--- src/rtl/pwr_rst_pkg.sv ---
package pwr_rst_pkg;
  localparam int BYTE_W = 8;
  localparam logic [BYTE_W-1:0] SP_START  = 8'h07;
  localparam logic [BYTE_W-1:0] REG_START = 8'h00;

  typedef enum logic [1:0] {
    PM_RUN  = 2'd0,
    PM_IDLE = 2'd1,
    PM_DOWN = 2'd2
  } pm_state_e;
endpackage

--- src/rtl/pwr_clk_div.sv ---
module pwr_clk_div #(
  parameter int MC_DIV = 12
) (
  input  logic clk,
  input  logic rst_n,
  input  logic osc_en,
  input  logic ext_sel,
  output logic tick,
  output logic mc_stb
);
  localparam int CW = $clog2(MC_DIV);
  localparam logic [CW-1:0] LAST = CW'(MC_DIV - 1);

  logic          half_q, half_d;
  logic [CW-1:0] cnt_q, cnt_d;

  // the toggle stage only gates ticks when the external source is chosen
  assign tick   = osc_en & (~ext_sel | half_q);
  assign mc_stb = tick & (cnt_q == LAST);

  always_comb begin
    half_d = half_q;
    if (osc_en) half_d = ~half_q;
    cnt_d = cnt_q;
    if (tick) begin
      if (cnt_q == LAST) cnt_d = '0;
      else               cnt_d = cnt_q + 1'b1;
    end
  end

  always_ff @(posedge clk or negedge rst_n) begin
    if (!rst_n) begin
      half_q <= 1'b0;
      cnt_q  <= '0;
    end else begin
      half_q <= half_d;
      cnt_q  <= cnt_d;
    end
  end
endmodule

--- src/rtl/pwr_rst_filter.sv ---
module pwr_rst_filter #(
  parameter int MC_DIV = 12,
  parameter int RST_MC = 2
) (
  input  logic clk,
  input  logic rst_n,
  input  logic rst_pin,
  input  logic tick,
  input  logic mc_stb,
  output logic rst_s,
  output logic accept,
  output logic int_rst
);
  localparam int MIN_TICKS = MC_DIV * RST_MC;
  localparam int WW = $clog2(MIN_TICKS + 1);
  localparam logic [WW-1:0] W_LAST = WW'(MIN_TICKS - 1);
  localparam logic [WW-1:0] W_SAT  = WW'(MIN_TICKS);

  logic          meta_q, sync_q;
  logic [WW-1:0] wcnt_q, wcnt_d;
  logic          irst_q, irst_d;

  assign rst_s   = sync_q;
  assign accept  = sync_q & tick & (wcnt_q == W_LAST);
  assign int_rst = irst_q;

  always_comb begin
    wcnt_d = wcnt_q;
    if (!sync_q)                    wcnt_d = '0;
    else if (tick && wcnt_q != W_SAT) wcnt_d = wcnt_q + 1'b1;

    irst_d = irst_q;
    if (accept)                          irst_d = 1'b1;
    else if (irst_q && !sync_q && mc_stb) irst_d = 1'b0;
  end

  always_ff @(posedge clk or negedge rst_n) begin
    if (!rst_n) begin
      meta_q <= 1'b0;
      sync_q <= 1'b0;
      wcnt_q <= '0;
      irst_q <= 1'b1;
    end else begin
      meta_q <= rst_pin;
      sync_q <= meta_q;
      wcnt_q <= wcnt_d;
      irst_q <= irst_d;
    end
  end
endmodule

--- src/rtl/pwr_mode_ctl.sv ---
module pwr_mode_ctl
  import pwr_rst_pkg::*;
(
  input  logic clk,
  input  logic rst_n,
  input  logic int_rst,
  input  logic accept,
  input  logic idle_req,
  input  logic pd_req,
  input  logic irq_pending,
  input  logic mc_stb,
  output logic idle_flag,
  output logic pd_flag
);
  pm_state_e st_q, st_d;

  always_comb begin
    st_d = st_q;
    if (accept || int_rst) begin
      st_d = PM_RUN;
    end else begin
      unique case (st_q)
        PM_RUN: begin
          if (pd_req)        st_d = PM_DOWN;
          else if (idle_req) st_d = PM_IDLE;
        end
        PM_IDLE: begin
          if (pd_req)                    st_d = PM_DOWN;
          else if (irq_pending && mc_stb) st_d = PM_RUN;
        end
        PM_DOWN: st_d = PM_DOWN;
        default: st_d = PM_RUN;
      endcase
    end
  end

  always_ff @(posedge clk or negedge rst_n) begin
    if (!rst_n) st_q <= PM_RUN;
    else        st_q <= st_d;
  end

  assign idle_flag = (st_q == PM_IDLE);
  assign pd_flag   = (st_q == PM_DOWN);
endmodule

--- src/rtl/pwr_init_map.sv ---
module pwr_init_map
  import pwr_rst_pkg::*;
#(
  parameter int NUM_SFR  = 8,
  parameter int SP_IDX   = 1,
  parameter int SBUF_IDX = 6,
  parameter int PORT_W   = 32
) (
  input  logic                      int_rst,
  output logic                      port_init_en,
  output logic [PORT_W-1:0]         port_init_data,
  output logic [NUM_SFR-1:0]        sfr_init_en,
  output logic [NUM_SFR*BYTE_W-1:0] sfr_init_data
);
  assign port_init_en   = int_rst;
  assign port_init_data = '1;

  for (genvar i = 0; i < NUM_SFR; i++) begin : g_sfr
    if (i == SBUF_IDX) begin : g_keep
      assign sfr_init_en[i] = 1'b0;
    end else begin : g_load
      assign sfr_init_en[i] = int_rst;
    end
    if (i == SP_IDX) begin : g_sp
      assign sfr_init_data[i*BYTE_W +: BYTE_W] = SP_START;
    end else begin : g_zero
      assign sfr_init_data[i*BYTE_W +: BYTE_W] = REG_START;
    end
  end
endmodule

--- src/rtl/pwr_rst_seq.sv ---
module pwr_rst_seq
  import pwr_rst_pkg::*;
#(
  parameter int MC_DIV   = 12,
  parameter int RST_MC   = 2,
  parameter int NUM_SFR  = 8,
  parameter int SP_IDX   = 1,
  parameter int SBUF_IDX = 6,
  parameter int PORT_W   = 32
) (
  input  logic                      osc_clk,
  input  logic                      por_n,
  input  logic                      ext_clk_sel,
  input  logic                      rst_pin,
  input  logic                      irq_pending,
  input  logic                      idle_req,
  input  logic                      pd_req,
  output logic                      osc_en,
  output logic                      core_clk_en,
  output logic                      periph_clk_en,
  output logic                      mc_stb,
  output logic                      int_rst,
  output logic                      idle_flag,
  output logic                      pd_flag,
  output logic                      port_init_en,
  output logic [PORT_W-1:0]         port_init_data,
  output logic [NUM_SFR-1:0]        sfr_init_en,
  output logic [NUM_SFR*BYTE_W-1:0] sfr_init_data
);
  logic tick;
  logic rst_s;
  logic accept;

  // a reset pin held during power-down restarts the oscillator so it can be timed
  assign osc_en        = ~pd_flag | rst_s;
  assign core_clk_en   = tick & ~idle_flag & ~pd_flag;
  assign periph_clk_en = tick & ~pd_flag;

  pwr_clk_div #(.MC_DIV(MC_DIV)) u_div (
    .clk    (osc_clk),
    .rst_n  (por_n),
    .osc_en (osc_en),
    .ext_sel(ext_clk_sel),
    .tick   (tick),
    .mc_stb (mc_stb)
  );

  pwr_rst_filter #(.MC_DIV(MC_DIV), .RST_MC(RST_MC)) u_filt (
    .clk    (osc_clk),
    .rst_n  (por_n),
    .rst_pin(rst_pin),
    .tick   (tick),
    .mc_stb (mc_stb),
    .rst_s  (rst_s),
    .accept (accept),
    .int_rst(int_rst)
  );

  pwr_mode_ctl u_mode (
    .clk        (osc_clk),
    .rst_n      (por_n),
    .int_rst    (int_rst),
    .accept     (accept),
    .idle_req   (idle_req),
    .pd_req     (pd_req),
    .irq_pending(irq_pending),
    .mc_stb     (mc_stb),
    .idle_flag  (idle_flag),
    .pd_flag    (pd_flag)
  );

  pwr_init_map #(
    .NUM_SFR (NUM_SFR),
    .SP_IDX  (SP_IDX),
    .SBUF_IDX(SBUF_IDX),
    .PORT_W  (PORT_W)
  ) u_map (
    .int_rst       (int_rst),
    .port_init_en  (port_init_en),
    .port_init_data(port_init_data),
    .sfr_init_en   (sfr_init_en),
    .sfr_init_data (sfr_init_data)
  );
endmodule

--- config.mk ---
export PLATFORM = sky130hd
export DESIGN_NAME = pwr_rst_seq
export DESIGN_NICKNAME = d
export VERILOG_FILES = /design/src/rtl/pwr_rst_pkg.sv /design/src/rtl/pwr_clk_div.sv /design/src/rtl/pwr_rst_filter.sv /design/src/rtl/pwr_mode_ctl.sv /design/src/rtl/pwr_init_map.sv /design/src/rtl/pwr_rst_seq.sv
export SDC_FILE = /design/constraint.sdc
export NUM_CORES = 1
export LEC_CHECK = 0
export ABC_CLOCK_PERIOD_IN_PS = 1800
export CAP_MARGIN = 30
export CORE_MARGIN = 3
export CORE_UTILIZATION = 35
export DETAILED_ROUTE_END_ITERATION = 16
export PLACE_DENSITY = 0.9
export SYNTH_ARGS = -nofsm -noshare
export SYNTH_HDL_FRONTEND = slang
export SYNTH_SLANG_ARGS = --single-unit
--- constraint.sdc ---
create_clock -name osc_clk -period 1.8 [get_ports osc_clk]
set_input_delay 0.36 -clock osc_clk [delete_from_list [all_inputs] [get_ports osc_clk]]
set_output_delay 0.36 -clock osc_clk [all_outputs]
set_load 0.1 [all_outputs]
Word-level counts from Yosys, hierarchy flattened

Cells that the tools add are included.
Widths: inputs -> output; s select.

Flip-flop bits (word level): 15
Bits in latches: 0
RAM bits: 0
ROM bits: 0
Input port bits: 7
Output and inout port bits: 112
Logic and storage cells: 50
Memories kept: 0

Add/sub/neg operators: 2
Multiply operators: 0
Divide/modulo/power cells: 0
Magnitude comparators: 0
Eq/ne operators: 8
Shift operators: 0
Mux-type cells: 11
Bitwise operators: 13
Reductions and logical operators: 9

Operators with widths:

| cell                | number |
|---|---|
| $mux 2              | 5 |
| $mux 5              | 2 |
| $and 1x1->1         | 7 |
| $pmux 2 s3          | 1 |
| $add 5x1->5 const B | 1 |
| $eq 5x5->1 const B  | 1 |
| $ne 5x5->1 const B  | 1 |
| $add 4x1->4 const B | 1 |
| $eq 4x4->1 const B  | 1 |
| $logic_and 1x1->1   | 4 |
| $mux 4              | 1 |
| $ne 4x2->1 const B  | 1 |
| $ne 4x3->1 const B  | 1 |
| $not 1->1           | 4 |
| $eq 2x1->1 const B  | 1 |
| $eq 2x2->1 const B  | 1 |
| $logic_not 2->1     | 1 |
| $mux 1              | 2 |
| $ne 2x2->1 const B  | 1 |
| $or 1x1->1          | 2 |
| $reduce_and 2->1    | 1 |
| $reduce_bool 2->1   | 1 |
| $logic_not 1->1     | 1 |
| $logic_or 1x1->1    | 1 |

Logic depth before layout (Yosys ltp)

Gate-level depths: netlist of the first run.

Depth in word-level cells: 10
Depth in mapped cells: 5
Gate-level depth less buffers: 5

By module

Synthesis of the first run repeated with hierarchy kept, for this count alone.

Cells, all modules: 179
Area total of the unflattened synthesis: 1562.7 µm²

By module, submodules not included:

| module         | instances | cells each | area an instance (µm²) | seq. area each (µm²) |
|---|---|---|---|---|
| pwr_init_map   | 1         | 107        | 795.8                  | 0.0 |
| pwr_rst_filter | 1         | 36         | 377.9                  | 201.4 |
| pwr_clk_div    | 1         | 24         | 261.5                  | 125.1 |
| pwr_mode_ctl   | 1         | 9          | 102.6                  | 50.0 |
| pwr_rst_seq    | 1         | 3          | 25.0                   | 0.0 |

Least setup slack after synthesis of the first run

OpenSTA, ideal clock, no wires.

Path kind: flip-flop to output port
Start: register u_mode.st_q[0]
End: output core_clk_en
Data arrival time: 3113 ps
Required time: 1440 ps
Path slack: -1673 ps
Cell stages (with the launch flop): 3
Buffers on the path: 0
Path through: dfrtp_1 nor2b_1 nor3_1

Elaborated cells between the ends (all ways): 8
Those cells by class: eq/ne (2); bitwise (6)

RTL lines:

| element                  | RTL line           | RTL |
|---|---|---|
| start: declaration       | pwr_mode_ctl.sv:15 | `pm_state_e st_q, st_d;` |
| start signal: assignment | pwr_mode_ctl.sv:39 | `else st_q <= st_d;` |
| $eq 2x1->1               | pwr_mode_ctl.sv:42 | `assign idle_flag = (st_q == PM_IDLE);` |
| net idle_flag            | pwr_rst_seq.sv:23  | `output logic idle_flag,` |
| $not 1->1                | pwr_rst_seq.sv:36  | `assign core_clk_en = tick & ~idle_flag & ~pd_flag;` |
| $and 1x1->1 (2 in a row) | pwr_rst_seq.sv:36  |  |
| end: declaration         | pwr_rst_seq.sv:19  | `output logic core_clk_en,` |

The timed path passes the listed nets, and every way through them passes these cells.

Worst setup path in the final report of the first run

Start: register u_filt.sync_q (netlist: u_filt.rst_s)
End: output mc_stb

Longest elaborated chain between the ends: 3

Ends and longest elaborated chain:

| element                  | RTL line             | RTL |
|---|---|---|
| start: declaration       | pwr_rst_filter.sv:19 | `logic meta_q, sync_q;` |
| start signal: assignment | pwr_rst_filter.sv:45 | `sync_q <= meta_q;` |
| $or 1x1->1               | pwr_rst_seq.sv:35    | `assign osc_en = ~pd_flag \| rst_s;` |
| $and 1x1->1              | pwr_clk_div.sv:18    | `assign tick = osc_en & (~ext_sel \| half_q);` |
| $and 1x1->1              | pwr_clk_div.sv:19    | `assign mc_stb = tick & (cnt_q == LAST);` |
| end: declaration         | pwr_rst_seq.sv:21    | `output logic mc_stb,` |

Every way passes these cells.

==> run_results.csv, run 1 <==
group,metric,value,unit
sta,setup_slack,26.4,ps
logic_synthesis,yosysWarnings,0,
critical_path,r2r_start,"u_filt.rst_s$_DFF_PN0_",
power_and_ir_drop,p_per_area,1580,mW/mm^2
routing,vias_per_cell,3.77,
sta,drv_slew,0,
worst_hold_path,hp-start,"u_filt.meta_q$_DFF_PN0_",
power_and_ir_drop,p_leak,0.914,nW
sta,setup_viol,0,
die,initial_core_util,0.379,
logic_synthesis,synth_top_area_cell,"buf_4",
clock_network,clock_sinks,15,
power_and_ir_drop,p_seq_frac,0.187,
die,top_level_ports,119,
clock_network,clock_path_buffers,2,
critical_path,critPathKind,"flip-flop to primary output",
logic_synthesis,synth_edf_count,0,
critical_path,cp_top_family,"simple AND/OR/NAND/NOR gates",
worst_hold_path,min_path_type,"flip-flop to flip-flop",
routing,wl_per_cell,10.2,microns
worst_hold_path,holdPathEnd,"u_filt.rst_s$_DFF_PN0_",
critical_path,crit_path_max_fanout,3,
sta,period_share,0.985,
clock_network,worstSkewPairLatency,250,ps
logic_synthesis,yosys.cell_types.count,34,
placement,dp_slack,-42.1,ps
placement,dp.cells,255,
logic_synthesis,async_flop_share,1.00,
logic_synthesis,synthTopCellsByArea,"buf_4, dfrtp_1, ha_1",
critical_path,critPathLaunchType,"flip-flop",
power_and_ir_drop,p_sw,0.00175,W
grt,grt_pass1_vias,806,
sta,rsz0062_at_grt,"true",
critical_path,cp-startpoint,"u_filt.rst_s$_DFF_PN0_",
clock_network,cts_tree,"done",
critical_path,max_stage_delay,410,ps
placement,port_buffers,21,
status,status,"complete, no violations",
finish,design_area,0.00177,sq mm
die,die_h,73.5,microns
routing,via_count,992,
placement,gp_congestion,0.814,
clock_network,cts-hold-fix-buffers,0,
die,die_w,73.5,microns
routing,route.detailed.drc,0,
logic_synthesis,syn-cell-area,0.00159,sq mm
critical_path,crit_buf_inv,2,
finish,final_nets,224,
sta,hold_violations,0,
power_and_ir_drop,power.internal,0.00106,W
finish,drive_gt1_frac,0.207,
power_and_ir_drop,finalPower,0.00280,W
clock_network,htreeDepth,1,
power_and_ir_drop,pwr-share-clk,0.101,
logic_synthesis,ys_ff_latch,15,
grt,grt_antenna_before_repair,0,
grt,gr-total-overflow,0,
routing,routed_wl,2.69,mm
logic_synthesis,postSynthCellCount,186,
finish,synthToLayoutAreaGrowth,11.1,%
die,rows,23,
finish,antenna-diode-count,0,
worst_hold_path,hold_depth,0,
routing,drt_pass1_iterations,4,
clock_network,clock_tree.root_cell,"clkbuf_8",
placement,place_area,0.00169,sq mm
critical_path,regToRegSetupSlack,70,ps
logic_synthesis,syn_area_per_cell,8.57,sq um
grt,grt_pass1_wl,3.61,mm
finish,final_cells,263,
logic_synthesis,synthFlopType,"dfrtp_1",
critical_path,r2r-end,"u_div.cnt_q[2]$_DFFE_PN0N_",
logic_synthesis,netlist_top_cells_count,"buf_4, dfrtp_1, a21oi_1, inv_1",
die,core,0.00420,sq mm
critical_path,required,1440,ps
placement,dp_hpwl,2.19,mm
routing,drt-initial-drc-count,11,
critical_path,arrival,1410,ps
job,drv_cap,0,
power_and_ir_drop,ir_drop,0.00113,V
sta,finalCriticalPeriod,1770,ps
die,fp.dieArea,0.00540,sq mm
critical_path,cp-end-kind,"primary output",
logic_synthesis,synth_seq_area_share,0.236,
sta,fin_skew,3.52,ps
power_and_ir_drop,switching_share,0.623,
grt,grt_use_total,0.0870,
clock_network,cts.clk_slew.worst_paths,60,ps
power_and_ir_drop,combPwrFrac,0.712,
critical_path,reg2regPathDepth,7,
routing,antenna_left,0,
sta,clock.fmax,564,MHz
logic_synthesis,yosysMostFrequentCell,"buf_4",
clock_network,cts_buffers,3,
logic_synthesis,synth_top_area_frac,0.495,
critical_path,critical_path_depth,4,
grt,grt_max_degree,16,
critical_path,worstPathCellList,"nor3b_4 > clkinvlp_4 > and4_4 > buf_12",
critical_path,slowest_stage,"dfrtp_1",
[registers in the layout, summed over array words and instances, names as in the netlist]
signal	cells
u_filt.wcnt_q	5
u_div.cnt_q	4
u_mode.st_q	2
u_div.half_q	1
u_filt.int_rst	1
u_filt.meta_q	1
u_filt.rst_s	1
[cells by family (layout without fill, tap and decap cells)]
logic type / count (synthesis) / count (layout) / synth area share
simple gates: 33 / 33 / 0.135
flops: 15 / 15 / 0.236
mux: 2 / 2 / 0.0133
other cells: 2 / 97 / 0.00471
buf+inv: 113 / 45 / 0.514
fa+ha+maj: 3 / 3 / 0.0236
xor+xnor: 1 / 1 / 0.00550
compound gates: 17 / 17 / 0.0675
[metrics by stage]
| stage | hold WS [ps] | utilization | setup TNS (ps) |
|---|---|---|---|
| global placement | 333 | 0.401 | -25.1 |
| finish | 355 | 0.422 | 0 |
| CTS | 358 | 0.419 | -6.60 |
| global route | 369 | 0.422 | -108 |
| detailed placement | 343 | 0.401 | -42.1 |
| floorplan | 64.4 | - | -1010 |
[metal layers]
metal,wire (microns),vias up,GRT usage
met5,0,-,0
met4,25,0,0.0423
li1,-,461,-
met2,1450,61,0.148
met1,936,465,0.0968
met3,281,5,0.0287
[power by group through the flow]
stage	logic [W]	clock network, W	registers [W]
3_3_place_gp	0.00193	0	0.000517
2_1_floorplan	0.00173	0	0.000513
5_1_grt	0.00207	0.000307	0.000540
6_report	0.00200	0.000284	0.000523
4_1_cts	0.00199	0.000293	0.000522
3_5_place_dp	0.00195	0	0.000529
[worst max-delay path by stage]
stage               slack, ps     endpoint
finish                     30       mc_stb
global route              -60       mc_stb
CTS                        -7       mc_stb
detailed placement        -40  core_clk_en
global placement          -30  core_clk_en
floorplan                -290       mc_stb
[worst reg2reg max path: cells and delay by family, from the launching register on]
family                 cells  cell delay (ps)
DFF                        1              410
buffers and inverters      4              540
muxes                      1              330
and+or+nand+nor            2              350
[area by class of cell]
cell class | count | area (sq um)
fillers | 396 | 2430
multi-input cells | 153 | 788
repair buffers | 35 | 468
flip-flops and latches | 15 | 378
well taps | 50 | 62.6
clock buffers | 3 | 41.3
inverters | 6 | 26.3
clock inverters | 1 | 7.51
[cells in the final DEF (no fill, tap or decap), types with 2 or more instances in the layout]
cell             count
clkdlybuf4s50_1      5
buf_12              15
and4b_1              2
clkinvlp_4           2
nand2_1              3
nor2b_1              3
nand4b_1             2
inv_1                5
nand3_1              5
dfrtp_1             13
o21ai_0              5
clkbuf_8             3
nand2b_1             2
a21oi_1              6
nor2b_4              2
conb_1              97
buf_4               14
nor2_1               3
ha_1                 3
nand4_1              3
[what timing repair did]
item                                    CTS  global route
endpoints found under the setup margin    3             4
buffers inserted                          3             1
pin swaps                                 2             2
gates resized for setup                   1             1
Note: power is estimated with default switching activity, not from simulation.
==> run 2: changes to the inputs <==
ABC_CLOCK_PERIOD_IN_PS = 1700   (was 1800)
clock period = 1.7 ns   (was 1.8 ns; I/O delays follow)
==> run 2 against run 1 <==
Net effect:
- the flow now finishes with violations (negative setup slack)
- final area rose by 1.7%
- cell count up 1.5%
- sequential share of layout area fell by 0.078 points
- largest power group unchanged
- highest routed layer unchanged
==> run_results.csv, run 2 (synthesis gave the netlist of run 1 again) <==
group,metric,value,unit
critical_path,crit_buf_inv,2,
grt,grt_max_degree,16,
critical_path,crit_path_max_fanout,4,
finish,register_area,383,sq um
critical_path,cp_top_family,"simple AND/OR/NAND/NOR gates",
power_and_ir_drop,p_leak,0.928,nW
routing,drt_pass1_iterations,4,
power_and_ir_drop,combPwrFrac,0.714,
clock_network,clock_sinks,15,
power_and_ir_drop,switching_share,0.617,
finish,multi_input_area,783,sq um
clock_network,cts_tree,"done",
finish,largest_register_ffs,5,
sta,period_share,1.06,
power_and_ir_drop,ir_drop,0.00105,V
power_and_ir_drop,pwr-share-clk,0.099,
clock_network,worstSkewPairLatency,250,ps
finish,drive_gt1_frac,0.221,
finish,nFillCells,399,
critical_path,cp-end-kind,"primary output",
routing,wl_per_cell,10.4,microns
worst_hold_path,min_path_type,"flip-flop to flip-flop",
critical_path,worstPathCellList,"nor3b_4 > clkinvlp_4 > and4_4 > buf_12",
placement,gp_congestion,0.772,
clock_network,cts.clk_slew.worst_paths,60,ps
clock_network,clock_path_buffers,2,
finish,antenna-diode-count,0,
placement,port_buffers,21,
die,die_w,73.5,microns
job,drv_cap,0,
finish,final_nets,228,
clock_network,cts-hold-fix-buffers,0,
status,violations,"negative setup slack",
status,status,"finished, violations left",
grt,grt_use_total,0.0930,
die,core,0.00420,sq mm
routing,antenna_left,0,
sta,clock.fmax,557,MHz
grt,grt_pass1_vias,838,
routing,routed_wl,2.76,mm
critical_path,critPathLaunchType,"flip-flop",
finish,utilization,0.429,
power_and_ir_drop,p_per_area,1660,mW/mm^2
critical_path,max_stage_delay,440,ps
routing,drt-initial-drc-count,47,
critical_path,critPathKind,"flip-flop to primary output",
finish,regMostFlops,"u_filt.wcnt_q",
sta,drv_slew,0,
die,top_level_ports,119,
die,rows,23,
die,fp.dieArea,0.00540,sq mm
finish,final_common_cell,"conb_1",
sta,fin_skew,2.23,ps
critical_path,slowest_stage,"dfrtp_2",
power_and_ir_drop,p_seq_frac,0.187,
critical_path,required,1360,ps
sta,finalCriticalPeriod,1800,ps
routing,route.detailed.drc,0,
die,die_h,73.5,microns
grt,grt_antenna_before_repair,0,
clock_network,clock_tree.root_cell,"clkbuf_8",
finish,synthToLayoutAreaGrowth,13.0,%
power_and_ir_drop,p_sw,0.00184,W
finish,reg.largest.list,"u_filt.wcnt_q x5, u_div.cnt_q x4, u_mode.st_q x2",
clock_network,cts_buffers,3,
grt,grt_pass1_wl,3.88,mm
placement,dp_hpwl,2.20,mm
power_and_ir_drop,power.internal,0.00115,W
routing,via_count,1020,
sta,setup_viol,2,
finish,layout_common_cells,"conb_1, buf_4, buf_12",
clock_network,htreeDepth,1,
sta,hold_violations,0,
sta,setup_slack,-95.1,ps
sta,setup_tns,-160,ps
grt,gr-total-overflow,0,
routing,vias_per_cell,3.82,
critical_path,arrival,1460,ps
power_and_ir_drop,finalPower,0.00299,W
sta,rsz0062_at_grt,"true",
die,initial_core_util,0.379,
run 2: changes by cell type in the layout (fill, tap and decap cells not counted):
cell / change
nor2b_2: +1
buf_4: +2
dfrtp_2: +1
dlygate4sd2_1: +1
dlymetal6s2s_1: -1
dfstp_4: +1
clkinvlp_4: -1
dfrtp_1: -1
nor2b_4: -1
dfstp_2: -1
buf_6: +2
clkbuf_1: +1
run 2: timing repair:
action / in CTS / in global routing
pin swaps: 2 / 2
resized for setup: 3 / 2
endpoints found under the setup margin: 4 / 12
setup buffers: 5 / 2
run 2: worst paths after layout:
| check | slack [ps] | to | from | cells past startpoint |
|---|---|---|---|---|
| setup / recovery | -100 | mc_stb | u_filt.rst_s$_DFF_PN0_ | 4 |
| hold / removal | 350 | u_filt.rst_s$_DFF_PN0_ | u_filt.meta_q$_DFF_PN0_ | 0 |
| setup reg to reg | 50 | u_div.cnt_q[2]$_DFFE_PN0N_ | u_filt.rst_s$_DFF_PN0_ | 6 |
| hold reg to reg | 350 | u_filt.rst_s$_DFF_PN0_ | u_filt.meta_q$_DFF_PN0_ | 0 |
| max in group asynchronous | 1050 | u_filt.int_rst$_DFFE_PN1P_ | por_n | 2 |
| min in group asynchronous | 410 | u_div.half_q$_DFFE_PN0P_ | por_n | 2 |
run 2: metrics by stage:
stage	setup WS [ps]	hold WS (ps)	cells	cell area, sq um
after global placement	-98.2	332	256	1690
after CTS	-95.2	349	265	1780
final	-95.1	352	267	1800
after global routing	-155	364	267	1800
after floorplan	-368	44.4	281	1980
after detailed placement	-140	336	256	1690
run 2: final cells by class:
class,instances,share of cell area
multi-input cells,153,0.435
repair buffers,39,0.278
flip-flops and latches,15,0.212
well taps,50,0.0347
clock buffers,4,0.0250
inverters,6,0.0146
run 2: power groups by stage:
stage	clock, W	combinational (W)	sequential [W]
floorplan	0	0.00183	0.000543
global placement	0	0.00205	0.000553
detailed placement	0	0.00208	0.000563
CTS	0.000300	0.00213	0.000558
global route	0.000318	0.00224	0.000582
finish	0.000294	0.00213	0.000559
run 2: routing by layer:
layer,part of all wire,global-route usage
met1,0.32,0.108
met2,0.55,0.159
met3,0.11,0.0315
met4,0.015,0.0302
met5,0,0
==> run 3: changes to the inputs <==
ABC_CLOCK_PERIOD_IN_PS = default   (was 1700)
==> results of run 3 <==
Final layout, timing and power as in run 2 (identical DEF).
